==> config.mk <==
export PLATFORM = sky130hd
export DESIGN_NAME = segxl_top
export DESIGN_NICKNAME = d
export VERILOG_FILES = /design/src/rtl/segxl_pkg.sv /design/src/rtl/segxl_desc_table.sv /design/src/rtl/segxl_real_calc.sv /design/src/rtl/segxl_prot_calc.sv /design/src/rtl/segxl_top.sv
export SDC_FILE = /design/constraint.sdc
export NUM_CORES = 1
export LEC_CHECK = 0
export BUFFER_PORTS_ARGS = -buffer_cell sky130_fd_sc_hd__buf_2
export CAP_MARGIN = 20
export CORE_AREA = 10 10 234 180
export DETAILED_ROUTE_END_ITERATION = 8
export DIE_AREA = 0 0 244 190
export PLACE_DENSITY = 0.81
export SETUP_SLACK_MARGIN = 0.4
export SLEW_MARGIN = 20
export SYNTH_ARGS = -nofsm -noshare
export SYNTH_HDL_FRONTEND = slang
export SYNTH_SLANG_ARGS = --single-unit
export TNS_END_PERCENT = 5
==> constraint.sdc <==
create_clock -name clk -period 4.8 [get_ports clk]
set_input_delay 0.24 -clock clk [delete_from_list [all_inputs] [get_ports clk]]
set_output_delay 0.24 -clock clk [all_outputs]
set_load 0.05 [all_outputs]
==> src/rtl/segxl_pkg.sv <==
package segxl_pkg;
  localparam int unsigned SX_BASE_W  = 32;
  localparam int unsigned SX_LIM_W   = 20;
  localparam int unsigned SX_GRAN_SH = 12;
  localparam int unsigned SX_SEG_W   = 16;
  localparam int unsigned SX_SEG_SH  = 4;
  localparam int unsigned SX_REAL_W  = 20;

  typedef struct packed {
    logic [SX_BASE_W-1:0] base;
    logic [SX_LIM_W-1:0]  limit;
    logic                 gran;
  } seg_desc_t;
endpackage

==> src/rtl/segxl_desc_table.sv <==
module segxl_desc_table
  import segxl_pkg::*;
#(
  parameter int unsigned ENTRIES = 8,
  localparam int unsigned IDX_W = (ENTRIES > 1) ? $clog2(ENTRIES) : 1
) (
  input  logic             clk,
  input  logic             rst_n,
  input  logic             wr_en,
  input  logic [IDX_W-1:0] wr_idx,
  input  seg_desc_t        wr_desc,
  input  logic [IDX_W-1:0] rd_idx,
  output seg_desc_t        rd_desc,
  output logic             rd_present
);

  seg_desc_t          slot_q [ENTRIES];
  logic [ENTRIES-1:0] slot_we;
  logic [ENTRIES-1:0] pres_q;
  logic [ENTRIES-1:0] pres_d;

  generate
    for (genvar g = 0; g < ENTRIES; g++) begin : g_slot
      assign slot_we[g] = wr_en && (wr_idx == IDX_W'(g));
      // storage carries no reset; presence bits guard it
      always_ff @(posedge clk) begin
        if (slot_we[g]) begin
          slot_q[g] <= wr_desc;
        end
      end
    end
  endgenerate

  always_comb begin
    pres_d = pres_q | slot_we;
  end

  always_ff @(posedge clk or negedge rst_n) begin
    if (!rst_n) begin
      pres_q <= '0;
    end else begin
      pres_q <= pres_d;
    end
  end

  assign rd_desc    = slot_q[rd_idx];
  assign rd_present = pres_q[rd_idx];

  // a loaded entry is present on the following cycle
  assert_write_marks_present_R9: assert property (
    @(posedge clk) disable iff (!rst_n)
    wr_en |=> pres_q[$past(wr_idx)]
  );

endmodule

==> src/rtl/segxl_real_calc.sv <==
module segxl_real_calc #(
  parameter int unsigned SEG_W  = 16,
  parameter int unsigned OFF_W  = 32,
  parameter int unsigned SHIFT  = 4,
  parameter int unsigned OUT_W  = 32,
  localparam int unsigned REAL_W = SEG_W + SHIFT
) (
  input  logic [SEG_W-1:0] seg,
  input  logic [OFF_W-1:0] off,
  output logic [OUT_W-1:0] addr
);

  logic [REAL_W-1:0] seg_ext;
  logic [REAL_W-1:0] off_ext;
  logic [REAL_W-1:0] sum;

  always_comb begin
    seg_ext = {seg, {SHIFT{1'b0}}};
    off_ext = REAL_W'(off[SEG_W-1:0]);
    sum     = seg_ext + off_ext;     // carry out of the top bit is dropped
    addr    = OUT_W'(sum);
  end

endmodule

==> src/rtl/segxl_prot_calc.sv <==
module segxl_prot_calc
  import segxl_pkg::*;
#(
  parameter int unsigned OFF_W = 32,
  localparam int unsigned EXT_W = SX_LIM_W + SX_GRAN_SH
) (
  input  seg_desc_t            desc,
  input  logic                 present,
  input  logic [OFF_W-1:0]     off,
  output logic [SX_BASE_W-1:0] addr,
  output logic                 in_bounds
);

  logic [EXT_W-1:0] eff_lim;

  always_comb begin
    if (desc.gran) begin
      eff_lim = {desc.limit, {SX_GRAN_SH{1'b1}}};
    end else begin
      eff_lim = {{SX_GRAN_SH{1'b0}}, desc.limit};
    end
    in_bounds = present && (OFF_W'(eff_lim) >= off);
    addr      = desc.base + SX_BASE_W'(off);
  end

endmodule

==> src/rtl/segxl_top.sv <==
module segxl_top
  import segxl_pkg::*;
#(
  parameter int unsigned ENTRIES = 8,
  parameter int unsigned OFF_W   = 32,
  localparam int unsigned IDX_W  = (ENTRIES > 1) ? $clog2(ENTRIES) : 1,
  localparam int unsigned OUT_W  = SX_BASE_W
) (
  input  logic                 clk,
  input  logic                 rst_n,
  input  logic                 req_valid,
  input  logic                 prot_mode,
  input  logic [SX_SEG_W-1:0]  seg_in,
  input  logic [IDX_W-1:0]     sel_in,
  input  logic [OFF_W-1:0]     off_in,
  input  logic                 wr_en,
  input  logic [IDX_W-1:0]     wr_idx,
  input  logic [SX_BASE_W-1:0] wr_base,
  input  logic [SX_LIM_W-1:0]  wr_limit,
  input  logic                 wr_gran,
  output logic [OUT_W-1:0]     lin_addr,
  output logic                 addr_valid,
  output logic                 limit_fault
);

  seg_desc_t        wr_desc;
  seg_desc_t        rd_desc;
  logic             rd_present;
  logic [OUT_W-1:0] real_addr;
  logic [OUT_W-1:0] prot_addr;
  logic             prot_ok;

  logic [OUT_W-1:0] lin_q, lin_d;
  logic             vld_q, vld_d;
  logic             flt_q, flt_d;
  logic             lin_en;

  assign wr_desc = '{base: wr_base, limit: wr_limit, gran: wr_gran};

  segxl_desc_table #(.ENTRIES(ENTRIES)) u_table (
    .clk        (clk),
    .rst_n      (rst_n),
    .wr_en      (wr_en),
    .wr_idx     (wr_idx),
    .wr_desc    (wr_desc),
    .rd_idx     (sel_in),
    .rd_desc    (rd_desc),
    .rd_present (rd_present)
  );

  segxl_real_calc #(
    .SEG_W (SX_SEG_W),
    .OFF_W (OFF_W),
    .SHIFT (SX_SEG_SH),
    .OUT_W (OUT_W)
  ) u_real (
    .seg  (seg_in),
    .off  (off_in),
    .addr (real_addr)
  );

  segxl_prot_calc #(.OFF_W(OFF_W)) u_prot (
    .desc      (rd_desc),
    .present   (rd_present),
    .off       (off_in),
    .addr      (prot_addr),
    .in_bounds (prot_ok)
  );

  // next-state logic
  always_comb begin
    lin_en = req_valid;
    lin_d  = lin_q;
    vld_d  = 1'b0;
    flt_d  = 1'b0;
    if (req_valid) begin
      if (!prot_mode) begin
        lin_d = real_addr;
        vld_d = 1'b1;
      end else if (prot_ok) begin
        lin_d = prot_addr;
        vld_d = 1'b1;
      end else begin
        lin_d = '0;
        flt_d = 1'b1;
      end
    end
  end

  // registers
  always_ff @(posedge clk or negedge rst_n) begin
    if (!rst_n) begin
      lin_q <= '0;
      vld_q <= 1'b0;
      flt_q <= 1'b0;
    end else begin
      if (lin_en) begin
        lin_q <= lin_d;
      end
      vld_q <= vld_d;
      flt_q <= flt_d;
    end
  end

  assign lin_addr    = lin_q;
  assign addr_valid  = vld_q;
  assign limit_fault = flt_q;

  assert_flags_exclusive_R6: assert property (
    @(posedge clk) disable iff (!rst_n)
    !(addr_valid && limit_fault)
  );

  assert_fault_clears_addr_R6: assert property (
    @(posedge clk) disable iff (!rst_n)
    limit_fault |-> (lin_addr == '0)
  );

  assert_idle_quiet_R8: assert property (
    @(posedge clk) disable iff (!rst_n)
    !req_valid |=> (!addr_valid && !limit_fault && $stable(lin_addr))
  );

  assert_real_in_first_mib_R1: assert property (
    @(posedge clk) disable iff (!rst_n)
    (req_valid && !prot_mode) |=> (addr_valid && (lin_addr[OUT_W-1:SX_REAL_W] == '0))
  );

  assert_absent_entry_faults_R7: assert property (
    @(posedge clk) disable iff (!rst_n)
    (req_valid && prot_mode && !rd_present) |=> limit_fault
  );

endmodule

-- After elaboration in Yosys (flattened, before gate mapping)
Memory sizes are Yosys's and may differ from the RTL's.
Cells that the tools add are included.
- register bits after elaboration: 42
- memories kept: 1
- word-level logic and storage cells: 82
- bits in writable memories: 424
- input port bits: 112
- output and inout port bits: 34
- memory list (memory ; depth ; bits a word ; rd ports ; clocked after memory_dff ; write ports ; RTL line ; RTL):
    u_table.slot_q ; 8 ; 53 ; 1 ; 0 ; 1 ; segxl_desc_table.sv:17 ; seg_desc_t slot_q [ENTRIES];
- multiplexer cells: 48
- $lt $le $gt $ge: 2
- equality and inequality tests: 7
- $add $sub $neg: 2
- reductions and logical operators: 17
- bitwise logic cells: 1
- operators by type and width (operator ; number):
    $mux W53 ; 7
    $reduce_or A53 Y1 ; 7
    $mux W32 ; 3
    $add A32 B32 Y32 ; 1
    $ge A32 B32 Y1 ; 1
    $mux W1 ; 30
    $mux W3 ; 7
    $add A20 B16 Y20 ; 1
    $eq A3 B3 Y1 const B ; 4
    $logic_and A1 B1 Y1 ; 9
    $or A8 B8 Y8 ; 1
    $eq A3 B2 Y1 const B ; 2
    $lt A3 B4 Y1 const B ; 1
    $bmux W1 S3 ; 1
    $eq A3 B1 Y1 const B ; 1
    $logic_not A3 Y1 ; 1

-- Longest topological paths before layout
Gate-level depths: netlist (run 1).
- depth in word-level cells: 12
- gate-level depth with buffers: 16
- mapped depth without buffers: 12

-- Hierarchy
From an unflattened synthesis (run 1), not the netlist that was laid out.
- cells, all modules: 1323
- area, all modules: 21854.7 um^2
- modules (own cells, without submodules) (module ; cells each ; times used ; area each (um^2) ; sequential area each (um^2)):
    segxl_desc_table ; 648 ; 1 ; 16298.1 ; 12932.4
    segxl_prot_calc ; 389 ; 1 ; 2867.8 ; 0.0
    segxl_top ; 183 ; 1 ; 1919.3 ; 850.8
    segxl_real_calc ; 103 ; 1 ; 769.5 ; 0.0

-- Worst setup path before layout (run 1)
No wires, ideal clock.
- path kind: input-to-reg
- start: in wr_idx[1]
- end: reg u_table.pres_q[0]
- setup slack: 0.201 ns
- buffers on the path: 0
- required time: 4.713 ns
- arrival time: 4.512 ns
- library setup time: 0.087 ns
- cell stages on the path: 3
- cells stage by stage: nand2b_1 > nor3_1 > or2_2
- cells in the longest elaborated chain, start to end: 3
- RTL lines (what ; RTL line ; RTL):
    start: declaration ; segxl_top.sv:17 ; input logic [IDX_W-1:0] wr_idx,
    $logic_not A3 Y1 ; segxl_desc_table.sv:24 ; assign slot_we[g] = wr_en && (wr_idx == IDX_W'(g));
    $logic_and A1 B1 Y1 ; segxl_desc_table.sv:24 ;
    via u_table.slot_we[0] ; segxl_desc_table.sv:18 ; logic [ENTRIES-1:0] slot_we;
    $or A8 B8 Y8 ; segxl_desc_table.sv:35 ; pres_d = pres_q | slot_we;
    via u_table.pres_d[0] ; segxl_desc_table.sv:20 ; logic [ENTRIES-1:0] pres_d;
    end signal: assignment ; segxl_desc_table.sv:42 ; pres_q <= pres_d;
    end: declaration ; segxl_desc_table.sv:19 ; logic [ENTRIES-1:0] pres_q;
The timed path passes the listed nets, and every way through them passes these cells.
A chain may end at the register's enable or synchronous reset.

-- Worst setup path in the final report (run 1)
- start: mem u_table.slot_q[7][0] (netlist bit)
- end: reg lin_q[8], in the netlist lin_addr[8]
- cells in the longest elaborated chain, start to end: 6
- RTL lines (what ; RTL line ; RTL):
    start: declaration ; segxl_desc_table.sv:17 ;
    $mem_v2 Z8 W53 ; -- ;
    $mux W32 ; segxl_prot_calc.sv:17 ; if (desc.gran) begin
    $ge A32 B32 Y1 ; segxl_prot_calc.sv:22 ; in_bounds = present && (OFF_W'(eff_lim) >= off);
    $logic_and A1 B1 Y1 ; segxl_prot_calc.sv:22 ;
    $mux W32 ; segxl_top.sv:80 ; end else if (prot_ok) begin
    $mux W32 ; segxl_top.sv:77 ; if (!prot_mode) begin
    end signal: assignment ; segxl_top.sv:98 ; lin_q <= lin_d;
    end: declaration ; segxl_top.sv:33 ; logic [OUT_W-1:0] lin_q, lin_d;
Every way passes these cells.

==> flow_summary.json, run 1 <==
{
  "outcome": "completed",
  "floorplan.rows": 62,
  "dr.pass1.iters": 7,
  "path_cells": "mux4_2 > mux2i_4 > buf_4 > mux2i_1 > ha_1 > nand4_1 > nor3_1 > nand3_1 > a31o_4 > a21oi_4 > buf_4 > a22oi_1 > a21oi_1",
  "port_buffers": 145,
  "setup_viol": 0,
  "yosysWarningCount": 0,
  "fin_nets": 1632,
  "clk_pin_slew_ns": 0.07,
  "start_kind": "flip-flop",
  "cts_tree": "done",
  "max_freq_mhz": 258.5,
  "placed_cells": 1855,
  "irDropWorstVdd_mv": 0.2991,
  "ys.flop_type": "edfxtp_1",
  "coreArea_mm2": 0.03770,
  "routed_wirelength_um": 50180,
  "cts_sinks": 466,
  "antenna_found_initial": 7,
  "ctsHtreeMaxLevel": 2,
  "clock-root-buffer": "clkbuf_16",
  "max_stage_delay_ns": 0.53,
  "cap_violations": 0,
  "die_area_mm2": 0.04636,
  "syn_nets": 1400,
  "ant_nets": 0,
  "yosys_register_bits": 466,
  "netlist_instances": 1211,
  "start_util": 0.5504,
  "layout_common_cells": "edfxtp_1 (424), buf_2 (143), mux4_2 (108)",
  "final_core_util": 0.6418,
  "clk_latency_ns": 0.55,
  "finalCritPeriodShare": 0.8060,
  "max-clock-path-buffers": 3,
  "dp_hpwl_um": 33230,
  "seq_area_frac_synth": 0.6642,
  "grt_pass1_wl_um": 75820,
  "drt_iter0_drc": 1382,
  "skew_ns": 0.01728,
  "die_x_um": 244,
  "yosysUniqueCellTypes": 61,
  "grt_pass1_vias": 12382,
  "cts_made_buffers": 44,
  "hold_violations": 0,
  "drc": 0,
  "ff2ff_setup_slack_ns": 0.93,
  "async_flop_share": 0.09013,
  "required_ns": 5.26,
  "wl_met3_um": 3929,
  "syn_to_final_growth_pct": 16.61,
  "p_leak_nw": 8.741,
  "gr-total-overflow": 0,
  "wl_met2_um": 22980,
  "slew_violations": 0,
  "slew-limit-headroom": 0.3406,
  "final_common_cell": "edfxtp_1",
  "synth_edf_count": 424,
  "path_common_cell": "buf_4",
  "cp.arrival_ns": 4.33,
  "grt_usage": 0.2147,
  "critPathSlowestCell": "mux4_2",
  "syn_avg_cell_area_um2": 17.14,
  "rsz0062_at_grt": "false",
  "p_per_area_mw_per_mm2": 387.0,
  "highest_layer": "met5",
  "period_minus_slack_ns": 3.869,
  "grt_max_degree": 55,
  "worstMarginPinSlew_ns": 0.9891,
  "die_y_um": 190,
  "setup_tns_ns": 0,
  "cts_setup_buffers": 0,
  "globalplace.congestion": 0.8765,
  "avgViaCountPerCell": 6.113,
  "crit_fanout": 32,
  "crit_path_end_kind": "flip-flop",
  "crit_type": "reg -> reg",
  "fill_cells": 2625,
  "netlist_area_mm2": 0.02075,
  "worstHoldPathType": "in -> reg",
  "wl_met1_um": 21910,
  "wire_per_inst_um": 25.23,
  "drive_gt1_frac": 0.2790,
  "vias": 12159,
  "instances_no_fill": 1989,
  "ios": 146
}
where the power goes:
group	internal [W]	total, W	switching [W]	leakage, nW
sequential	0.00459	0.00464	0.0000512	4.36
clock	0.00194	0.00338	0.00144	0.675
combinational	0.000526	0.00135	0.000820	3.71
state kept, by name, summed over array words and instances (netlist names):
| name | flops |
|---|---|
| lin_addr | 32 |
| addr_valid | 1 |
| limit_fault | 1 |
| u_table.pres_q | 8 |
| u_table.slot_q | 424 |
worst paths after layout:
path / startpoint / endpoint / depth (start not counted)
setup / recovery: u_table.slot_q[7][0] / lin_addr[8] / 13
hold / removal: seg_in[14] / lin_addr[18] / 3
setup reg to reg: u_table.slot_q[7][0] / lin_addr[8] / 13
hold reg to reg: u_table.pres_q[2] / u_table.pres_q[2] / 1
max in group asynchronous: rst_n / lin_addr[1] / 2
min in group asynchronous: rst_n / lin_addr[31] / 2
kinds of logic (layout without fill, tap and decap cells):
family	count (synthesis)	in the layout	share of synthesized area
flops	466	466	0.6642
compound gates	185	185	0.06223
simple gates	179	179	0.04112
mux	170	170	0.1491
buf+inv	92	354	0.01851
fa+ha+maj	77	77	0.04715
xor+xnor	42	42	0.01773
other cells	0	4	0
area by class of cell:
| type | instances | area (um2) | share of cell area |
|---|---|---|---|
| Sequential cell | 466 | 13780 | 0.5696 |
| Multi-Input combinational cell | 653 | 6658 | 0.2751 |
| Timing Repair Buffer | 228 | 1543 | 0.06375 |
| Clock buffer | 56 | 1167 | 0.04824 |
| Tap cell | 512 | 640.6 | 0.02647 |
| Clock inverter | 20 | 209.0 | 0.008635 |
| Inverter | 50 | 187.7 | 0.007756 |
| Antenna cell | 4 | 10.01 | 0.0004137 |
synthesized netlist by cell type (all sizes together), types with 14 or more instances:
cell    instances  share of area
dfrtp          42          0.051
buf            20         0.0055
mux2i          30          0.014
a21oi          62          0.015
o21ai          32         0.0079
nand2          45         0.0083
a21o           14         0.0051
mux2           32          0.017
ha             75          0.045
clkbuf         22         0.0040
xnor2          28          0.012
edfxtp        424           0.61
xor2           14         0.0059
inv            50         0.0090
mux4          108           0.12
nor2           62          0.011
what timing repair did:
action	in CTS	in global routing
hold buffers	54	0
gates resized for setup	0	0
endpoints found under the hold margin	466	0
per-stage QoR:
| stage | hold slack (ns) | power (W) | instance area, um2 | worst slack, ns |
|---|---|---|---|---|
| 5_1_grt | 0.02940 | 0.009707 | 24200 | 0.7599 |
| 3_5_place_dp | 0.4494 | 0.006012 | 22270 | 0.5930 |
| 2_1_floorplan | -0.05559 | 0.005591 | 20760 | 0.2800 |
| 4_1_cts | 0.01517 | 0.009393 | 24190 | 0.9730 |
| 6_report | 0.03221 | 0.009364 | 24200 | 0.9314 |
| 3_3_place_gp | 0.4335 | 0.005972 | 22270 | 0.7124 |
critical path: cells and delay by family, from the launching register on:
family,cells,cell delay (ns)
simple gates,3,0.55
flops,1,0.38
buf+inv,2,0.64
compound gates,4,1.07
fa+ha+maj,1,0.30
mux,3,0.80
routing by layer:
metal  vias to the layer above  GRT usage
li1                       5302          -
met4                         6    0.06246
met3                        99    0.04428
met1                      6202     0.3108
met2                       550     0.3259
met5                         -          0
(Power assumes the default switching activity.)
==> run 2: changes to the inputs <==
ABC_AREA = 1   (was unset)
CORE_AREA = 10 10 240 185   (was 10 10 234 180)
DIE_AREA = 0 0 250 195   (was 0 0 244 190)
clock period = 3.8 ns   (was 4.8 ns; I/O delays follow)
==> run 2 against run 1 <==
Cell count is 45% higher. Clock power is 34% higher. Synthesized area is 5.8% higher. Hold slack worse by 0.0099 ns. Total power is 31% higher. Core utilization is 0.43 points lower. Sequential share of layout area is 2.9 points lower. Maximum frequency is 21% higher. Sequential power is 26% higher. Global-route usage is 2.9 points higher. Non-clock buffer count is 12 higher. Via count is 40% higher. Critical path type unchanged. Critical endpoint is now lin_addr[17]. Largest power group unchanged.
==> flow_summary.json, run 2 <==
{
  "outcome": "completed",
  "grt_max_degree": 72,
  "largest_reg_flops": 424,
  "slew-limit-headroom": 0.3544,
  "ios": 146,
  "setup_viol": 0,
  "p_per_area_mw_per_mm2": 482.1,
  "fill_cells": 2993,
  "antenna_found_initial": 4,
  "highest_layer": "met5",
  "synth_top_cell_area_share": 0.5798,
  "cts_made_buffers": 45,
  "coreArea_mm2": 0.03996,
  "gr-total-overflow": 0,
  "routed_wirelength_um": 61620,
  "crit_path_end_kind": "flip-flop",
  "seq_area_frac_synth": 0.6277,
  "rsz0062_at_grt": "false",
  "synth_most_common_cell": "edfxtp_1",
  "netlist_area_mm2": 0.02196,
  "setup_tns_ns": 0,
  "netlist_instances": 2126,
  "die_y_um": 195,
  "cap_violations": 0,
  "synthTopCellsByArea": "edfxtp_1 (58%), nor2_1 (7.0%), o21ai_0 (5.9%), nand2_1 (5.8%), dfrtp_1 (4.8%)",
  "irDropWorstVdd_mv": 0.3503,
  "crit_type": "reg -> reg",
  "cts_sinks": 466,
  "ys.flop_type": "edfxtp_1",
  "die_x_um": 250,
  "wl_met2_um": 27570,
  "ctsHtreeMaxLevel": 2,
  "p_clk_frac": 0.368,
  "drt_iter0_drc": 2097,
  "cts_tree": "done",
  "hold_violations": 0,
  "seqPwrFrac": 0.477,
  "syn_nets": 2315,
  "start_kind": "flip-flop",
  "slew_violations": 0,
  "die_area_mm2": 0.04875,
  "dp_slack_ns": 0.2117,
  "port_buffers": 145,
  "required_ns": 4.30,
  "p_leak_nw": 9.893,
  "syn_avg_cell_area_um2": 10.33,
  "final_core_util": 0.6376,
  "synth.top_cells.by_count": "edfxtp_1 (424), nor2_1 (412), nand2_1 (338)",
  "p_comb_frac": 0.155,
  "max-clock-path-buffers": 3,
  "grt_pass1_wl_um": 94300,
  "start_util": 0.5496,
  "dp_hpwl_um": 41080,
  "cp.arrival_ns": 3.70,
  "worstMarginPinSlew_ns": 0.9684,
  "fin_nets": 2506,
  "worstHoldPathType": "in -> reg",
  "skew_ns": 0.01821,
  "vias": 17034,
  "finalCritPeriodShare": 0.8425,
  "drc": 0,
  "clk_latency_ns": 0.56,
  "wl_met1_um": 26980,
  "wire_per_inst_um": 21.37,
  "clock-root-buffer": "clkbuf_16",
  "drive_gt1_frac": 0.1190,
  "switchingPower_w": 0.003277,
  "grt_usage": 0.2437,
  "max_freq_mhz": 312.4,
  "registers.top_by_ff_count": "u_table.slot_q",
  "final_common_cell": "edfxtp_1",
  "crit_fanout": 23,
  "grt_pass1_vias": 16246,
  "clk_pin_slew_ns": 0.07,
  "yosys_register_bits": 466,
  "wl_met3_um": 5918,
  "async_flop_share": 0.09013,
  "sw_frac_of_total": 0.2668,
  "ant_nets": 0,
  "floorplan.rows": 64,
  "avgViaCountPerCell": 5.908,
  "internal-power_w": 0.009004,
  "fin_ws_ns": 0.5986,
  "globalplace.congestion": 0.9345,
  "syn_to_final_growth_pct": 16.02,
  "period_minus_slack_ns": 3.201,
  "dr.pass1.iters": 6,
  "layout_common_cells": "edfxtp_1 (424), nor2_1 (404), nand2_1 (338)",
  "yosysUniqueCellTypes": 40,
  "yosysWarningCount": 0,
  "synth_edf_count": 424,
  "synth.largest_area_cell": "edfxtp_1"
}
## run 2: cell types whose count changed in the layout (fill, tap and decap cells not counted), moves of 29 or more
cell     previous run  this run
a31oi_1             3        33
o22ai_1             0        60
nand2_1            44       338
mux4_2            108         0
nor2_1             56       404
nand3_1            12        60
mux2_2             32         0
mux2i_1            29         0
o21ai_0            29       257
inv_1              50       126
## run 2: power groups by stage
stage	Combinational (W)	Clock, W	Sequential [W]
6_report	0.00190	0.00452	0.00586
2_1_floorplan	0.00103	0	0.00610
3_5_place_dp	0.00179	0	0.00596
3_3_place_gp	0.00175	0	0.00595
4_1_cts	0.00186	0.00456	0.00586
5_1_grt	0.00208	0.00477	0.00587
## run 2: routing by layer
| layer | track usage | vias to the layer above |
|---|---|---|
| li1 | - | 7841 |
| met1 | 0.3579 | 8218 |
| met2 | 0.3706 | 868 |
| met3 | 0.04379 | 103 |
| met4 | 0.05724 | 4 |
| met5 | 0 | - |
## run 2: worst paths after layout
kind                       depth (start not counted)  slack [ns]           endpoint            startpoint
setup / recovery                                  23        0.60       lin_addr[17]  u_table.slot_q[1][0]
hold / removal                                     6        0.02       lin_addr[19]            seg_in[15]
setup reg to reg                                  23        0.60       lin_addr[17]  u_table.slot_q[1][0]
hold reg to reg                                    1        0.48  u_table.pres_q[3]     u_table.pres_q[3]
max in group asynchronous                          2        3.21  u_table.pres_q[1]                 rst_n
min in group asynchronous                          2        0.18       lin_addr[18]                 rst_n
## run 2: cells by family (layout without fill, tap and decap cells)
kind of cell	after synthesis	in the layout	synth area share
other	0	2	0
and+or+nand+nor	872	872	0.1598
adders and majority gates	77	77	0.04456
DFF	466	466	0.6277
AOI/OAI and AO/OA	468	468	0.1166
buffers and inverters	228	455	0.04547
xor gates and xnor gates	15	15	0.005982
## run 2: cell type report
cell class / instances / area (um2) / area share
repair buffers: 240 / 1785 / 0.07008
inverters: 132 / 508.0 / 0.01994
clock inverters: 26 / 282.8 / 0.01110
well taps: 528 / 660.6 / 0.02593
multi-input cells: 1432 / 7238 / 0.2841
diodes: 2 / 5.005 / 0.0001964
clock buffers: 57 / 1214 / 0.04764
flip-flops and latches: 466 / 13780 / 0.5410
## run 2: timing repair
action / in CTS / in global routing
buffers inserted: 1 / 2
gates cloned: 0 / 0
resized for setup: 0 / 5
pin swaps: 1 / 1
endpoints found under the hold margin: 466 / 0
endpoints found under the setup margin: 1 / 32
hold buffers: 54 / 0
## run 2: critical path: stages (launching register included)
cell and delay, ns:
edfxtp_1 0.40, o21ai_0 0.22, o22ai_1 0.11, nand2_1 0.12
o21ai_4 0.08, buf_12 0.16, inv_6 0.14, nand3_1 0.10
ha_1 0.30, nand2_1 0.06, inv_1 0.10, nand2_1 0.09
nor2_1 0.16, nor2_1 0.05, nand2_1 0.06, nand2_1 0.05
nand2_1 0.06, nand2_1 0.16, a21oi_4 0.28, buf_12 0.16
nand2_1 0.05, nand2_1 0.06, nand2_1 0.06, nand2_1 0.08
## run 2: through the flow
| step | instance area (um2) | hold WS (ns) | total power [W] | cells |
|---|---|---|---|---|
| 4_1_cts | 25420 | 0.01989 | 0.01227 | 2879 |
| 5_1_grt | 25470 | 0.05101 | 0.01272 | 2881 |
| 6_report | 25480 | 0.02227 | 0.01228 | 2883 |
| 2_1_floorplan | 21960 | -0.1056 | 0.007133 | 2126 |
| 3_5_place_dp | 23370 | 0.4081 | 0.007753 | 2741 |
| 3_3_place_gp | 23370 | 0.4001 | 0.007708 | 2741 |
